==> config.mk <==
export PLATFORM = sky130hd
export DESIGN_NAME = dma_ctrl
export DESIGN_NICKNAME = d
export VERILOG_FILES = /design/src/rtl/dma_pkg.sv /design/src/rtl/dma_chan.sv /design/src/rtl/dma_arb.sv /design/src/rtl/dma_ctrl.sv
export SDC_FILE = /design/constraint.sdc
export NUM_CORES = 1
export LEC_CHECK = 0
export BUFFER_PORTS_ARGS = -buffer_cell sky130_fd_sc_hd__buf_2
export CELL_PAD_IN_SITES_DETAIL_PLACEMENT = 0
export CELL_PAD_IN_SITES_GLOBAL_PLACEMENT = 1
export CORE_UTILIZATION = 47
export DETAILED_ROUTE_END_ITERATION = 10
export GPL_TIMING_DRIVEN = 0
export PLACE_DENSITY = 0.9
export SYNTH_ARGS = -nofsm -noshare
export SYNTH_HDL_FRONTEND = slang
export SYNTH_SLANG_ARGS = --single-unit
==> constraint.sdc <==
create_clock -name clk -period 2.7 [get_ports clk]
set_clock_uncertainty 0.1 [all_clocks]
set_input_delay 0.54 -clock clk [delete_from_list [all_inputs] [get_ports clk]]
set_output_delay 0.54 -clock clk [all_outputs]
set_load 0.01 [all_outputs]
==> src/rtl/dma_pkg.sv <==
package dma_pkg;
  // control byte bit positions (software visible)
  localparam int CTRL_EN   = 0;
  localparam int CTRL_SZ   = 1;
  localparam int CTRL_DIR  = 2;
  localparam int CTRL_TSL  = 3;   // two bits, 4:3
  localparam int CTRL_ADC  = 5;
  localparam int CTRL_TC   = 7;
  localparam int NSRC      = 4;   // trigger lines per channel

  // register select codes (low two address bits)
  localparam logic [1:0] SEL_CTRL = 2'd0;
  localparam logic [1:0] SEL_CNT  = 2'd1;
  localparam logic [1:0] SEL_RAM  = 2'd2;
  localparam logic [1:0] SEL_PER  = 2'd3;
endpackage

==> src/rtl/dma_chan.sv <==
module dma_chan
  import dma_pkg::*;
#(
  parameter int CW = 16,
  parameter int AW = 16,
  parameter int DW = 16
) (
  input  logic            clk,
  input  logic            rst,
  input  logic            wr_en,
  input  logic [1:0]      wr_sel,
  input  logic [DW-1:0]   wr_data,
  input  logic [NSRC-1:0] trig_src,
  input  logic            grant,
  input  logic            done_hit,
  output logic [7:0]      ctrl,
  output logic [CW-1:0]   count,
  output logic [AW-1:0]   ram_addr,
  output logic [AW-1:0]   per_addr,
  output logic            pend,
  output logic            done_pulse
);
  logic       tc, en, size, dir, adc;
  logic [1:0] tsel;
  logic       trig, last;
  logic [AW-1:0] step;

  assign ctrl = {tc, 1'b0, adc, tsel, dir, size, en};
  assign trig = trig_src[tsel];
  assign last = done_hit && (count == CW'(1));
  assign step = size ? AW'(2) : AW'(1);

  always_ff @(posedge clk) begin
    if (rst) begin
      tc <= 1'b0; en <= 1'b0; size <= 1'b0; dir <= 1'b0; adc <= 1'b0;
      tsel <= 2'd0; count <= '0; ram_addr <= '0; per_addr <= '0;
      pend <= 1'b0; done_pulse <= 1'b0;
    end else begin
      done_pulse <= 1'b0;
      if (wr_en) begin
        case (wr_sel)
          SEL_CTRL: begin
            tc   <= 1'b0;
            adc  <= wr_data[CTRL_ADC];
            tsel <= wr_data[CTRL_TSL +: 2];
            dir  <= wr_data[CTRL_DIR];
            size <= wr_data[CTRL_SZ];
            en   <= wr_data[CTRL_EN];
          end
          SEL_CNT: count    <= wr_data[CW-1:0];
          SEL_RAM: ram_addr <= wr_data[AW-1:0];
          default: per_addr <= wr_data[AW-1:0];
        endcase
      end
      // pending request: one bit, so extra triggers collapse
      if (grant) pend <= 1'b0;
      if (trig && en) pend <= 1'b1;
      if (wr_en && wr_sel == SEL_CTRL && !wr_data[CTRL_EN]) pend <= 1'b0;
      // completion has priority over a simultaneous software write
      if (done_hit) begin
        count    <= count - CW'(1);
        ram_addr <= ram_addr + step;
        if (last) begin
          tc         <= 1'b1;
          en         <= 1'b0;
          pend       <= 1'b0;
          done_pulse <= 1'b1;
        end
      end
    end
  end

  assert_irq_one_cycle_R9: assert property (@(posedge clk) disable iff (rst)
    done_pulse |=> !done_pulse);
  assert_tc_at_zero_R8: assert property (@(posedge clk) disable iff (rst)
    $rose(tc) |-> (count == '0 && !en));
  assert_pend_needs_en_R5: assert property (@(posedge clk) disable iff (rst)
    $rose(pend) |-> $past(en));
  assert_per_fixed_R7: assert property (@(posedge clk) disable iff (rst)
    (done_hit && !wr_en) |=> $stable(per_addr));
endmodule

==> src/rtl/dma_arb.sv <==
module dma_arb #(
  parameter int NUM_CH = 6,
  parameter int CHW    = 3
) (
  input  logic [NUM_CH-1:0] pend,
  input  logic              idle,
  output logic              gnt_any,
  output logic [CHW-1:0]    gnt_idx
);
  // fixed priority: scan downward so the lowest set index is left last
  always_comb begin
    gnt_idx = '0;
    for (int i = NUM_CH - 1; i >= 0; i--) begin
      if (pend[i]) gnt_idx = CHW'(i);
    end
    gnt_any = idle && (|pend);
  end
endmodule

==> src/rtl/dma_ctrl.sv <==
module dma_ctrl
  import dma_pkg::*;
#(
  parameter int NUM_CH = 6,
  parameter int CW     = 16,
  parameter int AW     = 16,
  parameter int DW     = 16,
  localparam int CHW    = $clog2(NUM_CH),
  localparam int ADDR_W = CHW + 2
) (
  input  logic                   clk,
  input  logic                   rst,
  input  logic                   reg_we,
  input  logic [ADDR_W-1:0]      reg_addr,
  input  logic [DW-1:0]          reg_wdata,
  output logic [DW-1:0]          reg_rdata,
  input  logic [NUM_CH*NSRC-1:0] irq,
  output logic                   xfer_req,
  output logic [CHW-1:0]         xfer_ch,
  output logic                   xfer_dir,
  output logic                   xfer_size,
  output logic [AW-1:0]          xfer_ram_addr,
  output logic [AW-1:0]          xfer_per_addr,
  input  logic                   xfer_done,
  output logic [NUM_CH-1:0]      done_irq
);
  logic [7:0]    ch_ctrl [NUM_CH];
  logic [CW-1:0] ch_cnt  [NUM_CH];
  logic [AW-1:0] ch_ram  [NUM_CH];
  logic [AW-1:0] ch_per  [NUM_CH];
  logic [NUM_CH-1:0] pend;
  logic          gnt_any;
  logic [CHW-1:0] gnt_idx;
  logic [CHW-1:0] a_ch;
  logic [1:0]    a_sel;

  assign a_ch  = reg_addr[ADDR_W-1:2];
  assign a_sel = reg_addr[1:0];

  for (genvar i = 0; i < NUM_CH; i++) begin : g_ch
    dma_chan #(.CW(CW), .AW(AW), .DW(DW)) u_chan (
      .clk       (clk),
      .rst       (rst),
      .wr_en     (reg_we && a_ch == CHW'(i)),
      .wr_sel    (a_sel),
      .wr_data   (reg_wdata),
      .trig_src  (irq[i*NSRC +: NSRC]),
      .grant     (gnt_any && gnt_idx == CHW'(i)),
      .done_hit  (xfer_done && xfer_req && xfer_ch == CHW'(i)),
      .ctrl      (ch_ctrl[i]),
      .count     (ch_cnt[i]),
      .ram_addr  (ch_ram[i]),
      .per_addr  (ch_per[i]),
      .pend      (pend[i]),
      .done_pulse(done_irq[i])
    );
  end

  dma_arb #(.NUM_CH(NUM_CH), .CHW(CHW)) u_arb (
    .pend   (pend),
    .idle   (!xfer_req),
    .gnt_any(gnt_any),
    .gnt_idx(gnt_idx)
  );

  // single outstanding transfer, registered toward the bus interface
  always_ff @(posedge clk) begin
    if (rst) begin
      xfer_req <= 1'b0; xfer_ch <= '0; xfer_dir <= 1'b0; xfer_size <= 1'b0;
      xfer_ram_addr <= '0; xfer_per_addr <= '0;
    end else if (xfer_req) begin
      if (xfer_done) xfer_req <= 1'b0;
    end else if (gnt_any) begin
      xfer_req      <= 1'b1;
      xfer_ch       <= gnt_idx;
      xfer_dir      <= ch_ctrl[gnt_idx][CTRL_DIR];
      xfer_size     <= ch_ctrl[gnt_idx][CTRL_SZ];
      xfer_ram_addr <= ch_ram[gnt_idx];
      xfer_per_addr <= ch_per[gnt_idx];
    end
  end

  always_ff @(posedge clk) begin
    if (rst) begin
      reg_rdata <= '0;
    end else if (int'(a_ch) < NUM_CH) begin
      case (a_sel)
        SEL_CTRL: reg_rdata <= DW'(ch_ctrl[a_ch]);
        SEL_CNT:  reg_rdata <= DW'(ch_cnt[a_ch]);
        SEL_RAM:  reg_rdata <= DW'(ch_ram[a_ch]);
        default:  reg_rdata <= DW'(ch_per[a_ch]);
      endcase
    end else begin
      reg_rdata <= '0;
    end
  end

  assert_req_held_R6: assert property (@(posedge clk) disable iff (rst)
    (xfer_req && !xfer_done) |=> (xfer_req && $stable(xfer_ch)
      && $stable(xfer_ram_addr) && $stable(xfer_dir) && $stable(xfer_size)));
  assert_done_only_busy_R10: assert property (@(posedge clk) disable iff (rst)
    xfer_done |-> xfer_req);
  assert_one_done_pulse_R9: assert property (@(posedge clk) disable iff (rst)
    $countones(done_irq) <= 1);
endmodule

=== Yosys cells after proc, flatten, opt, wreduce, memory -nomap -nowiden ===
Index checks and enable logic that the tools add are counted.

* Add/subtract/negate cells: 12
* Multiply operators: 0
* Divide/modulo/power cells: 0
* Magnitude comparators: 9
* Equality and inequality tests: 23
* Shift-type cells: 0
* Muxes and demuxes: 159
* Bitwise gates (word level): 11
* Reductions and logical operators: 102

{| class="wikitable"
|+ Operators by type and width
! kind !! count
|-
| $mux W16 || 36
|-
| $bmux W16 S3 || 5
|-
| $add A16 B16 Y16 || 6
|-
| $eq A16 B1 Y1 const B || 6
|-
| $sub A16 B1 Y16 const B || 6
|-
| $mux W1 || 93
|-
| $reduce_and A2 Y1 || 25
|-
| $bmux W8 S3 || 2
|-
| $pmux W16 S3 || 1
|-
| $logic_and A1 B1 Y1 || 44
|-
| $reduce_bool A2 Y1 || 18
|-
| $mux W3 || 8
|-
| $eq A3 B2 Y1 const B || 6
|-
| $eq A3 B3 Y1 const B || 6
|-
| $lt A2 B3 Y1 const B || 6
|-
| $mux W8 || 2
|-
| $reduce_or A2 Y1 || 7
|-
| $bmux W1 S2 || 6
|-
| $mux W2 || 6
|-
| $eq A3 B1 Y1 const B || 3
|-
| $logic_not A3 Y1 || 3
|-
| $not A1 Y1 || 9
|-
| $ge A4 B4 Y1 const B || 2
|-
| $not A3 Y4 || 2
|-
| other kinds (7) || 8
|}

* Bits in registers: 396
* Bits in latches: 0
* Memory bits (writable): 0
* ROM bits: 0
* Input port bits: 49
* Output and inout port bits: 60
* Word-level logic and storage cells: 389
* Memories kept: 0

=== Longest topological paths before layout ===
Gate-level depths: netlist of the first run.

* Depth in word-level cells: 13
* Mapped depth: 10
* Depth with buffers taken out: 9

=== Modules after synthesis ===
From an unflattened synthesis of the first run, not the netlist that was laid out.

* Cells, all modules: 2,782
* Area total of the unflattened synthesis: 23,528.8 um^2

{| class="wikitable"
|+ Modules (own cells, without submodules)
! module !! instances !! cells each !! area an instance (um^2) !! sequential area each (um^2)
|-
| dma_chan (g_ch[0].u_chan ...) || 5 || 346 || 2,824.0 || 1,141.1
|-
| dma_ctrl || 1 || 675 || 6,404.9 || 1,081.0
|-
| dma_chan (g_ch[5].u_chan) || 1 || 367 || 2,942.8 || 1,141.1
|-
| dma_arb || 1 || 10 || 61.3 || 0.0
|}

=== Worst setup path after synthesis of the first run ===
Ideal clock, no wire load.

* Kind: reg-to-reg
* Start: register g_ch[2].u_chan.size
* End: register g_ch[2].u_chan.ram_addr[10]
* Setup time: 0.074 ns
* Data arrival time: 2.197 ns
* Setup slack: 0.329 ns
* Stages on the path, launching flop included: 9
* Period minus slack after synthesis: 2.371 ns
* Cell sequence: dfxtp_1 inv_1 ha_1 inv_1 fa_1 or3_1 or3_1 or3_1 a31oi_1

* Longest elaborated chain between the ends: 3

{| class="wikitable"
|+ RTL lines
! item !! line !! RTL
|-
| from (decl) || dma_chan.sv:23 || <nowiki>logic tc, en, size, dir, adc;</nowiki>
|-
| from (signal assigned) || dma_chan.sv:47 || <nowiki>size <= wr_data[CTRL_SZ];</nowiki>
|-
| $mux W2 || dma_chan.sv:31 || <nowiki>assign step = size ? AW'(2) : AW'(1);</nowiki>
|-
| $add A16 B16 Y16 || dma_chan.sv:62 || <nowiki>ram_addr <= ram_addr + step;</nowiki>
|-
| $mux W16 || dma_chan.sv:60 || <nowiki>if (done_hit) begin</nowiki>
|-
| to (signal assigned) || dma_chan.sv:51 || <nowiki>SEL_RAM: ram_addr <= wr_data[AW-1:0];</nowiki>
|-
| to (signal assigned) || dma_chan.sv:62 ||
|-
| to (decl) || dma_chan.sv:18 || <nowiki>output logic [AW-1:0] ram_addr,</nowiki>
|}

Every way passes these cells.
A chain may end at the register's enable or synchronous reset.

=== Worst setup path in the final report of the first run ===
* Start: input reg_addr[2]
* End: register reg_rdata[8]

* Longest elaborated chain between the ends: 5

{| class="wikitable"
|+ RTL lines
! item !! line !! RTL
|-
| from (decl) || dma_ctrl.sv:14 || <nowiki>input logic [ADDR_W-1:0] reg_addr,</nowiki>
|-
| $not A3 Y4 (not written as such) || dma_ctrl.sv:89, dma_ctrl.sv:90, dma_ctrl.sv:91 ||
|-
| $bmux W16 S3, on equally long branches || dma_ctrl.sv:91, dma_ctrl.sv:89, dma_ctrl.sv:90 ||
|-
| $mux W16, on equally long branches (2 in a row) || dma_ctrl.sv:91, dma_ctrl.sv:89, dma_ctrl.sv:90 ||
|-
| $pmux W16 S3 || dma_ctrl.sv:87 || <nowiki>case (a_sel)</nowiki>
|-
| to (signal assigned) || dma_ctrl.sv:88 || <nowiki>SEL_CTRL: reg_rdata <= DW'(ch_ctrl[a_ch]);</nowiki>
|-
| to (signal assigned) || dma_ctrl.sv:89 || <nowiki>SEL_CNT: reg_rdata <= DW'(ch_cnt[a_ch]);</nowiki>
|-
| to (signal assigned) || dma_ctrl.sv:91 || <nowiki>default: reg_rdata <= DW'(ch_per[a_ch]);</nowiki>
|-
| to (decl) || dma_ctrl.sv:16 || <nowiki>output logic [DW-1:0] reg_rdata,</nowiki>
|}

Parallel ways exist; a longest one is shown, timed or not. The select of a mux whose other input is x is not followed.

==> flow_summary_export.csv, run 1 <==
group,metric,value,unit
floorplan,die-height,222.8,µm
place,io_buffer_count,96,
route,initialDrtViolationCount,4404,
grt,grt_usage,47.75,%
yosys,async_flop_share,0,%
yosys,synthDistinctLibCells,96,
timing,drv_slew,0,
route,drt-wirelength-per-cell,33.35,µm
layout,layout.cells.non_filler,3640,
pwr,p_per_area,528.3,mW/mm²
layout,layout_commonest_cell,"dfxtp_1",
yosys,yosysSeqAreaShare,34.59,%
route,wl,121.4,mm
clocking,clockBufferDepth,3,
timing,setup_violations,31,
layout,final_cell_mix,"dfxtp_1 (391), nand2_1 (314), nor2_1 (309), a21oi_1 (227), o21ai_0 (183)",
flow_run,cap_viol_max_count,0,
timing,min_period,2.859,ns
status,status,"finished, violations left",
yosys,synth_nets,2920,
timing,finalHoldViolCount,0,
grt,grt_pass1_wl,170.2,mm
timing,postLayoutSetupSlackWorst,-0.1592,ns
min_path,hold_class,"in2reg",
yosys,syn_area,0.02292,mm²
route,vias_per_cell,7.224,
grt,grt_pass1_vias,23620,
grt,overflow,0,
yosys,synth.avg_cell_area,8.067,µm²
timing,fin_crit_sh,105.9,%
clocking,cts_htree_levels,2,
layout,final_cell_area,0.02595,mm²
timing,worst_pin_slew,1.477,ns
worst_setup_path,startpoint_type,"primary input",
timing,relSlewSlack,1.512,%
clocking,clkSinkCount,396,
yosys,ys_ff_latch,396,
place,dpl-instance-area,0.02417,mm²
yosys,synth_cells,2841,
worst_setup_path,crit_path_end_kind,"flip-flop",
floorplan,start_util,47.80,%
timing,fmax,0.3498,GHz
timing,rsz0062_at_grt,"yes",
clocking,cts_tree,"built",
place,dp_cells,3552,
route,routed-via-count,26300,
clocking,root_buffer,"clkbuf_16",
route,drtPass1Iterations,6,
pwr,ir_drop,438.4,µV
place,globalplace.congestion,1.095,
route,ant_nets,0,
grt,antenna_found_initial,8,
timing,whs,0.2216,ns
clocking,clock_latency,0.63,ns
yosys,ys.warnings.count,0,
worst_setup_path,cp.required,3.03,ns
worst_setup_path,critPathMaxFanout,10,
place,dpl.hpwl,89.89,mm
clocking,numCtsBuffers,47,
floorplan,num_rows,80,
yosys,ys_dominant_reg_cell,"dfxtp_1",
pwr,p_leak,9.196,nW
pwr,power.total,13.71,mW
yosys,synth_edf_count,0,
layout,final_nets,3067,
clocking,clk_pin_slew_worst_paths,0.06,ns
floorplan,fp.dieW,222.8,µm
floorplan,die_area,0.04965,mm²
place,pre_cts_slack,-1.222,ns
layout,synthToLayoutAreaGrowth,13.23,%
floorplan,ios,109,
layout,final_layout_size_suffix_gt1_share,13.41,%
floorplan,coreArea,0.04795,mm²
route,drc_errors,0,
timing,setup_tns,-1.204,ns
worst_setup_path,cp.arrival,3.19,ns
status,violations,"setup timing",
worst_setup_path,critPathKind,"in2reg",
grt,grt_max_degree,14,
layout,fin_util,54.12,%
[sequential cells by signal, summed over array words and instances (netlist names), 6 cells and up]
register                cells
g_ch.u_chan.adc             6
g_ch.u_chan.count          96
g_ch.u_chan.dir             6
g_ch.u_chan.done_pulse      6
g_ch.u_chan.en              6
g_ch.u_chan.pend            6
g_ch.u_chan.per_addr       96
g_ch.u_chan.ram_addr       96
g_ch.u_chan.size            6
g_ch.u_chan.tc              6
g_ch.u_chan.tsel           12
reg_rdata                  16
xfer_per_addr              16
xfer_ram_addr              16
[kinds of logic after synthesis]
family | after synthesis | share of synthesized area (%)
multiplexers | 195 | 9.958
AO/OA/AOI/OAI | 830 | 24.25
adder cells (fa/ha/maj) | 30 | 1.834
XOR/XNOR | 3 | 0.1147
flip-flops | 396 | 34.59
buffers and inverters | 294 | 5.399
AND/OR/NAND/NOR | 1093 | 23.85
[cell type report]
cell class	instances	area, µm²
Sequential cell	396	7939
Clock buffer	65	1324
Clock inverter	17	152.6
Antenna cell	4	10.01
Multi-Input combinational cell	2151	13940
Fill cell	4648	22000
Timing Repair Buffer	99	515.5
Tap cell	615	769.5
Inverter	51	191.4
Buffer	242	1110
[path summary, 6_finish.rpt]
check	start	to	slack [ns]	cells after the start
max	reg_addr[2]	reg_rdata[8]	-0.16	9
min	xfer_done	xfer_req	0.22	2
max reg2reg	g_ch[2].u_chan.pend	xfer_per_addr[12]	-0.02	5
min reg2reg	g_ch[3].u_chan.tc	g_ch[3].u_chan.tc	0.36	2
[synthesized netlist by cell type (37+ instances only)]
cell      number  area share (%)
a211oi_1      48             1.6
a21oi_1      228             5.0
a31oi_1       57             1.6
and3b_1       37             1.4
buf_2         44            0.96
clkbuf_1     169             2.8
dfxtp_1      396              35
inv_1         48            0.79
mux2i_1      156             6.8
nand2_1      315             5.2
nand3_1       78             1.7
nor2_1       317             5.2
nor3_1        82             1.8
o21ai_0      185             4.0
o221ai_1      38             1.5
[critical path, cell delays in order]
cell and delay, ns:
buf_2 0.20, buf_2 0.24, buf_4 0.31, buf_4 0.34, buf_6 0.32, mux2i_2 0.45
o21ai_0 0.16, o21ai_1 0.44, a211oi_1 0.18
[power by group]
group | internal [mW] | switching [mW]
Combinational | 0.319 | 1.06
Sequential | 5.90 | 0.0706
Clock | 3.52 | 2.84
[metal layers]
metal	track usage (%)	wire, µm	share of wire [%]	vias up
li1	-	-	-	10910
met1	61.74	45440	37	12630
met2	66.93	48740	40	2217
met3	15.09	16910	14	530
met4	33.79	10300	8.5	2
met5	0	11	0.0091	-
[repair_timing]
item / 4_1_cts / 5_1_grt
setup endpoints to repair: 107 / 94
pin swaps: 2 / 5
setup buffers: 2 / 1
hold endpoints to repair: 0 / 0
hold buffers: 0 / 0
resized for setup: 49 / 55
Power figures use the tool's default switching activity.
==> run 2, diff against run 1 <==
--- a/config.mk
+++ b/config.mk
@@ -5,7 +5,7 @@
 export SDC_FILE = /design/constraint.sdc
 export NUM_CORES = 1
 export LEC_CHECK = 0
-export BUFFER_PORTS_ARGS = -buffer_cell sky130_fd_sc_hd__buf_2
+export BUFFER_PORTS_ARGS = -buffer_cell sky130_fd_sc_hd__buf_4
 export CELL_PAD_IN_SITES_DETAIL_PLACEMENT = 0
 export CELL_PAD_IN_SITES_GLOBAL_PLACEMENT = 1
 export CORE_UTILIZATION = 47
==> constraint.sdc (replaced) <==
create_clock -name clk -period 2.7 [get_ports clk]
set_clock_uncertainty 0.1 [all_clocks]
set_input_delay 0.405 -clock clk [delete_from_list [all_inputs] [get_ports clk]]
set_output_delay 0.405 -clock clk [all_outputs]
set_load 0.01 [all_outputs]
==> run 2 against run 1 <==
Compared with the run above: the run ends with capacitance limit, slew limit, setup timing left; largest power group unchanged; critical endpoint unchanged; largest cell class unchanged; first-iteration DRC count fell by 3.0%; global-route usage rose by 0.19 points; via count fell by 1.1%; fmax rose by 2.4%; total power rose by 6.4%; flip-flop and latch count did not move; critical path type unchanged.
==> flow_summary_export.csv, run 2 (synthesized netlist as in run 1, its figures left out) <==
group,metric,value,unit
timing,finalHoldViolCount,0,
timing,whs,0.03381,ns
worst_setup_path,critPathMaxFanout,10,
layout,layout_commonest_cell,"dfxtp_1",
layout,top_regs,"g_ch.u_chan.count x96, g_ch.u_chan.per_addr x96, g_ch.u_chan.ram_addr x96",
place,globalplace.congestion,1.086,
place,dp_cells,3552,
timing,postLayoutSetupSlackWorst,-0.09244,ns
grt,overflow,0,
grt,grt_max_degree,14,
clocking,hold_buffers,0,
timing,fin_crit_sh,103.4,%
pwr,p_leak,9.314,nW
worst_setup_path,startpoint_type,"primary input",
floorplan,num_rows,80,
clocking,cts_htree_levels,2,
floorplan,ios,109,
flow_run,cap_viol_max_count,2,
route,drt-wirelength-per-cell,33.59,µm
clocking,numCtsBuffers,47,
place,dpl.hpwl,90.31,mm
floorplan,start_util,47.80,%
grt,grt_pass1_wl,170.8,mm
clocking,clkSinkCount,396,
layout,synthToLayoutAreaGrowth,14.95,%
route,ant_nets,0,
route,drtPass1Iterations,8,
clocking,clock_latency,0.62,ns
pwr,p_per_area,553.8,mW/mm²
timing,relSlewSlack,-2.988,%
clocking,clk_pin_slew_worst_paths,0.06,ns
place,pre_cts_slack,-1.004,ns
worst_setup_path,r2r_start,"xfer_ch[0]",
timing,min_period,2.792,ns
grt,grt_pass1_vias,23920,
route,vias_per_cell,7.140,
route,wl,122.4,mm
status,violations,"capacitance limit, slew limit, setup timing",
timing,drv_slew,22,
layout,final_cell_mix,"dfxtp_1 (390), nand2_1 (313), nor2_1 (311), a21oi_1 (228), o21ai_0 (183)",
min_path,hp-start,"xfer_done",
timing,setup_tns,-0.2397,ns
floorplan,fp.dieW,222.8,µm
worst_setup_path,crit_path_end_kind,"flip-flop",
route,drc_errors,0,
layout,layout.cells.non_filler,3643,
timing,rsz0062_at_grt,"yes",
floorplan,die_area,0.04965,mm²
pwr,ir_drop,458.1,µV
clocking,root_buffer,"clkbuf_16",
clocking,cts_tree,"built",
min_path,hold_class,"in2reg",
layout,final_nets,3069,
status,status,"finished, violations left",
grt,grt_usage,47.94,%
grt,antenna_found_initial,1,
pwr,power.total,14.59,mW
timing,worst_pin_slew,1.545,ns
floorplan,coreArea,0.04795,mm²
worst_setup_path,cp.required,3.02,ns
timing,setup_violations,7,
clocking,clockBufferDepth,3,
route,routed-via-count,26010,
worst_setup_path,critPathKind,"in2reg",
route,initialDrtViolationCount,4271,
floorplan,die-height,222.8,µm
worst_setup_path,cp.arrival,3.11,ns
place,io_buffer_count,96,
timing,fmax,0.3581,GHz
layout,final_layout_size_suffix_gt1_share,13.38,%
worst_setup_path,startpoint,"reg_addr[2]",
[run 2: what timing repair did]
action,in CTS,in global routing
endpoints found under the setup margin,87,106
buffers inserted,2,3
gates cloned,0,0
resized for setup,36,56
pin swaps,2,6
hold endpoints to repair,0,0
[run 2: worst max-delay path: stages]
cell and delay [ns]:
buf_4 0.14, buf_2 0.22, buf_4 0.33, buf_4 0.35, buf_4 0.40, mux2i_1 0.45, o21ai_0 0.17, o21ai_1 0.41
a211oi_1 0.19
[run 2: power by group]
| part | internal [mW] | switching, mW |
|---|---|---|
| logic | 0.335 | 1.05 |
| registers | 5.90 | 0.0724 |
| clock network | 4.35 | 2.88 |
| total | 10.6 | 4.00 |
[run 2: layout make-up]
class / count / area, µm²
Multi-Input combinational cell: 2151 / 13880
Clock buffer: 65 / 1344
Inverter: 51 / 191.4
Tap cell: 615 / 769.5
Sequential cell: 396 / 7938
Timing Repair Buffer: 101 / 758.2
Buffer: 242 / 1089
Clock inverter: 21 / 370.4
Fill cell: 4565 / 21600
Antenna cell: 1 / 2.502
[run 2: stage by stage]
stage | utilization, % | cell area (µm²)
5_1_grt | 54.94 | 26340
3_3_place_gp | 50.91 | 24410
3_5_place_dp | 50.91 | 24410
2_1_floorplan | - | 22920
6_report | 54.95 | 26350
4_1_cts | 54.67 | 26210
[run 2: layer usage]
layer  GRT usage (%)  part of all wire (%)
met3           17.24                    14
met1           59.39                    37
met4           39.80                   9.7
met5               0                0.0082
met2           66.05                    39
[run 2: final timing paths]
kind,endpoint,slack (ns),depth (start not counted)
max reg2reg,g_ch[4].u_chan.done_pulse,-0.02,7
min,xfer_req,0.03,2
min reg2reg,g_ch[3].u_chan.tc,0.36,2
max,reg_rdata[8],-0.09,9
